### src/rtl/irq_enc_pkg.sv
package irq_enc_pkg;
  localparam int SRC_COUNT = 7;
  localparam int CODE_W    = 3;

  typedef enum int {
    SRC_ERR = 0, SRC_TX0 = 1, SRC_TX1 = 2, SRC_TX2 = 3,
    SRC_RX0 = 4, SRC_RX1 = 5, SRC_WAKE = 6
  } src_idx_e;

  // Code per priority slot; slot 0 is the highest priority.
  function automatic logic [CODE_W-1:0] slot_code(input int idx);
    case (idx)
      SRC_ERR:  slot_code = 3'b001;
      SRC_TX0:  slot_code = 3'b100;
      SRC_TX1:  slot_code = 3'b011;
      SRC_TX2:  slot_code = 3'b010;
      SRC_RX0:  slot_code = 3'b110;
      SRC_RX1:  slot_code = 3'b101;
      SRC_WAKE: slot_code = 3'b111;
      default:  slot_code = '0;
    endcase
  endfunction
endpackage

### src/rtl/irq_flag_bank.sv
module irq_flag_bank #(
  parameter int N = irq_enc_pkg::SRC_COUNT
) (
  input  logic         clk,
  input  logic         rst,
  input  logic [N-1:0] set_pulse,
  input  logic [N-1:0] hw_cond,
  input  logic [N-1:0] clr_req,
  output logic [N-1:0] flags
);
  for (genvar i = 0; i < N; i++) begin : g_flag
    logic flag_q;
    logic clr_ok;
    assign clr_ok = clr_req[i] & ~hw_cond[i];

    always_ff @(posedge clk) begin
      if (rst)               flag_q <= 1'b0;
      else if (set_pulse[i]) flag_q <= 1'b1;
      else if (clr_ok)       flag_q <= 1'b0;
    end
    assign flags[i] = flag_q;

    AST_SET_WINS: assert property (@(posedge clk) disable iff (rst)
      set_pulse[i] |=> flags[i]);
    AST_CLR_BLOCKED: assert property (@(posedge clk) disable iff (rst)
      (flags[i] && hw_cond[i]) |=> flags[i]);
    AST_CLR_TAKES: assert property (@(posedge clk) disable iff (rst)
      (flags[i] && clr_req[i] && !hw_cond[i] && !set_pulse[i]) |=> !flags[i]);
    AST_NO_SPURIOUS: assert property (@(posedge clk) disable iff (rst)
      (!flags[i] && !set_pulse[i]) |=> !flags[i]);
  end
endmodule

### src/rtl/irq_prio_resolve.sv
module irq_prio_resolve #(
  parameter int N  = irq_enc_pkg::SRC_COUNT,
  parameter int CW = irq_enc_pkg::CODE_W
) (
  input  logic [N-1:0]  gated,
  output logic [CW-1:0] code,
  output logic          any
);
  logic [N:0]   seen;
  logic [N-1:0] win;

  assign seen[0] = 1'b0;
  for (genvar i = 0; i < N; i++) begin : g_chain
    assign seen[i+1] = seen[i] | gated[i];
    assign win[i]    = gated[i] & ~seen[i];
  end

  always_comb begin
    code = '0;
    for (int i = 0; i < N; i++)
      if (win[i]) code = code | irq_enc_pkg::slot_code(i);
  end
  assign any = seen[N];
endmodule

### src/rtl/irq_out_stage.sv
module irq_out_stage #(
  parameter int CW = irq_enc_pkg::CODE_W
) (
  input  logic          clk,
  input  logic          rst,
  input  logic [CW-1:0] code_d,
  input  logic          any_d,
  output logic [CW-1:0] code_q,
  output logic          any_q
);
  always_ff @(posedge clk) begin
    if (rst) begin
      code_q <= '0;
      any_q  <= 1'b0;
    end else begin
      code_q <= code_d;
      any_q  <= any_d;
    end
  end
endmodule

### src/rtl/irq_prio_encoder.sv
module irq_prio_encoder (
  input  logic       clk,
  input  logic       rst,
  input  logic [6:0] set_pulse,
  input  logic [6:0] hw_cond,
  input  logic [6:0] clr_req,
  input  logic [6:0] enable,
  output logic [6:0] flags_o,
  output logic [2:0] irq_code,
  output logic       irq_out
);
  localparam int N  = irq_enc_pkg::SRC_COUNT;
  localparam int CW = irq_enc_pkg::CODE_W;

  logic [N-1:0]  flags;
  logic [N-1:0]  gated;
  logic [CW-1:0] code_d;
  logic          any_d;

  irq_flag_bank #(.N(N)) u_bank (
    .clk(clk), .rst(rst), .set_pulse(set_pulse), .hw_cond(hw_cond),
    .clr_req(clr_req), .flags(flags)
  );

  assign gated = flags & enable;

  irq_prio_resolve #(.N(N), .CW(CW)) u_resolve (
    .gated(gated), .code(code_d), .any(any_d)
  );

  irq_out_stage #(.CW(CW)) u_out (
    .clk(clk), .rst(rst), .code_d(code_d), .any_d(any_d),
    .code_q(irq_code), .any_q(irq_out)
  );

  assign flags_o = flags;

  AST_IRQ_FOLLOWS: assert property (@(posedge clk) disable iff (rst)
    irq_out == $past(|(flags_o & enable)));
  AST_IDLE_CODE: assert property (@(posedge clk) disable iff (rst)
    (irq_code == 3'b000) == !irq_out);
  AST_ERR_FIRST: assert property (@(posedge clk) disable iff (rst)
    $past(flags_o[0] & enable[0]) |-> irq_code == 3'b001);
  AST_MASKED_SILENT: assert property (@(posedge clk) disable iff (rst)
    $past(enable == 7'd0) |-> !irq_out);
endmodule

### config.mk
export PLATFORM = sky130hd
export DESIGN_NAME = irq_prio_encoder
export DESIGN_NICKNAME = d
export VERILOG_FILES = /design/src/rtl/irq_enc_pkg.sv /design/src/rtl/irq_flag_bank.sv /design/src/rtl/irq_prio_resolve.sv /design/src/rtl/irq_out_stage.sv /design/src/rtl/irq_prio_encoder.sv
export SDC_FILE = /design/constraint.sdc
export NUM_CORES = 1
export LEC_CHECK = 0
export BUFFER_PORTS_ARGS = -buffer_cell sky130_fd_sc_hd__buf_4
export CORE_MARGIN = 10
export CORE_UTILIZATION = 36
export CTS_CLUSTER_SIZE = 8
export DETAILED_ROUTE_END_ITERATION = 16
export PLACE_DENSITY_LB_ADDON = 0.25
export RECOVER_POWER = 100
export SYNTH_ARGS = -nofsm -noshare
export SYNTH_HDL_FRONTEND = slang
export SYNTH_SLANG_ARGS = --single-unit
### constraint.sdc
create_clock -name clk -period 1.19 [get_ports clk]
set_input_delay 0.357 -clock clk [delete_from_list [all_inputs] [get_ports clk]]
set_output_delay 0.357 -clock clk [all_outputs]
set_load 0.01 [all_outputs]
==> results.cfg <==
[die]
start_util = 0.3894
die_w_um = 57.75
die_area_um2 = 3335
die_h_um = 57.75
core-area_um2 = 1318
rows = 13
io_pins = 41

[logic_synthesis]
yosys_warnings = 0
synth.most_common_cell = dfxtp_1
yosys.area.top_type = dfxtp_1
yosysUniqueCellTypes = 16
synth_top_area_frac = 0.4293
ys_ff_latch = 11
syn_area_um2 = 513.0
synth-edff-count = 0
synth-main-ff-cell = dfxtp_1
synth_common_cells = dfxtp_1 (11), a21oi_1 (8), nand2b_1 (8), buf_4 (7), nor2_1 (7)
syn_avg_cell_area_um2 = 8.845
synth_cells = 58
syn_nets = 88
async_flop_share = 0
synthTopCellsByArea = dfxtp_1 (43%), buf_4 (10%), nand2b_1 (9.8%), a21oi_1 (7.8%), nor2_1 (5.1%)
seq_area_frac_synth = 0.4293

[layout]
fin_nets = 127
drive_gt1_frac = 0.5000
multi_input_area_um2 = 236.5
syn2layout_area_growth_pct = 56.10
seqCellArea_um2 = 226.5
diodes = 0
fill_cells = 116

[cts]
numClockSinks = 11
clk_path_buf_depth = 2
cts_tree = yes
cts_root_buffer = clkbuf_4
clock_latency_ns = 0.26
cts.htree.levels = 1
ctsHoldBuffers = 0
numCtsBuffers = 3
clkTransAtPathRegs_ns = 0.08

[placement]
port_buffers = 40
dpl.hpwl_um = 1309
place.gp.congestion = 0.7077

[outcome]
status = finished, final reports clean

[drt]
vias = 528
drc = 0
vias_per_cell = 4.757
drt_iter0_drc = 7
wl_um = 1538
dr.pass1.iters = 4
ant_nets = 0
detail_route.wl_per_cell_um = 13.86

[hold_path]
worstHoldPathType = in -> reg
whs_path_depth = 3

[worst_setup_path]
r2r_cells = 4
worstSetupStartpointType = flop
worstPathRequired_ns = 0.83
endpoint_kind = primary output
crit_type = reg -> out
crit_path_max_fanout = 3
critPathArrivalTime_ns = 0.83

[pwr]
power_w = 0.0008771
power_leakage_nw = 0.3808
p_per_area_nw_per_um2 = 1095
ir_drop_uv = 843.0

[run]
drv_cap = 0

[grt]
grt_max_degree = 12
antenna_found_initial = 0
grt_pass1_vias = 604
grt_usage = 0.09075
grt-ovfl-total = 0
grt_first_pass_wirelength_um = 2511

[sta]
clock_skew_ns = 0.008836
hold_violations = 0
tightest_slew_ns = 0.3720
final.min_clock_period_ns = 1.183
setup-tns-final_ns = 0
post-route-period-util = 0.9942
rsz0062_at_grt = true
hold-worst-slack_ns = 0.2932
finalSetupViolations = 0
timing.fmax_mhz = 845.2
slew_headroom = 0.7520
slew_viol_final = 0
-- cells by family after synthesis --
| group | after synthesis | synth area share |
|---|---|---|
| simple gates | 24 | 0.2268 |
| flops | 11 | 0.4293 |
| buf+inv | 8 | 0.1097 |
| compound gates | 15 | 0.2342 |
-- through the flow --
step | instances | util | setup WS, ns | area [µm²]
3_3_place_gp | 106 | 0.5945 | -0.03126 | 783.3
3_5_place_dp | 106 | 0.5945 | -0.02480 | 783.3
6_report | 111 | 0.6078 | 0.006914 | 800.8
2_1_floorplan | 58 | - | 0.1564 | 513.0
4_1_cts | 111 | 0.6258 | 0.002310 | 824.5
5_1_grt | 111 | 0.6078 | -0.03128 | 800.8
-- flip-flops by register name, indices dropped and copies added (netlist names) --
name,count
u_out.code_q,3
u_out.any_q,1
u_bank.g_flag.flag_q,7
-- metal layers --
metal,vias to the layer above,track usage,share of wire
met5,-,0,0
met4,0,0.02013,0.0065
met3,2,0.05011,0.095
met2,20,0.1672,0.52
met1,234,0.08537,0.38
li1,272,-,-
-- cell usage in the layout, fill, tap and decap left out --
master | Yosys | final
dfxtp_1 | 11 | 6
nand2b_1 | 8 | 8
a31oi_1 | 1 | 1
a41oi_1 | 1 | 1
a22o_2 | 1 | 1
nand2_1 | 6 | 6
a22oi_4 | 1 | 1
clkbuf_1 | 1 | 6
a221oi_2 | 1 | 1
a311oi_1 | 1 | 1
buf_4 | 7 | 31
nand3_1 | 2 | 2
nand3b_1 | 1 | 1
a222oi_1 | 1 | 1
dfxtp_2 | 0 | 5
buf_6 | 0 | 1
clkbuf_4 | 0 | 5
nor2_1 | 7 | 7
a21oi_1 | 8 | 8
clkbuf_2 | 0 | 3
-- worst max-delay path, cell delays in order, from the launching register on --
cell	delay, ns
dfxtp_2	0.32
buf_4	0.14
buf_6	0.11
-- report_power, final --
group / switching [W] / leakage, nW / internal [W] / total [W]
combinational: 0.0000790 / 0.273 / 0.000121 / 0.000200
sequential: 0.0000218 / 0.0928 / 0.000400 / 0.000421
clock: 0.000126 / 0.0150 / 0.000129 / 0.000255
total: 0.000227 / 0.381 / 0.000650 / 0.000877
-- final timing paths --
path | from | end | slack (ns)
worst min register to register | u_bank.g_flag[0].flag_q | u_out.code_q[2] | 0.48
worst max register to register | u_bank.g_flag[4].flag_q | u_out.code_q[2] | 0.02
worst max-delay path | u_bank.g_flag[4].flag_q | flags_o[4] | 0.007
worst min-delay path | set_pulse[6] | u_bank.g_flag[6].flag_q | 0.29
-- what timing repair did --
action / CTS / global route
resized for setup: 4 / 3
setup endpoints to repair: 3 / 5
pin swaps: 0 / 0
buffers inserted: 1 / 0
-- cell type report --
class / count / area share
flip-flops and latches: 11 / 0.2828
multi-input cells: 39 / 0.2953
repair buffers: 42 / 0.3656
clock buffers: 4 / 0.03281
well taps: 15 / 0.02344
Note: power is estimated with default switching activity, not from simulation.
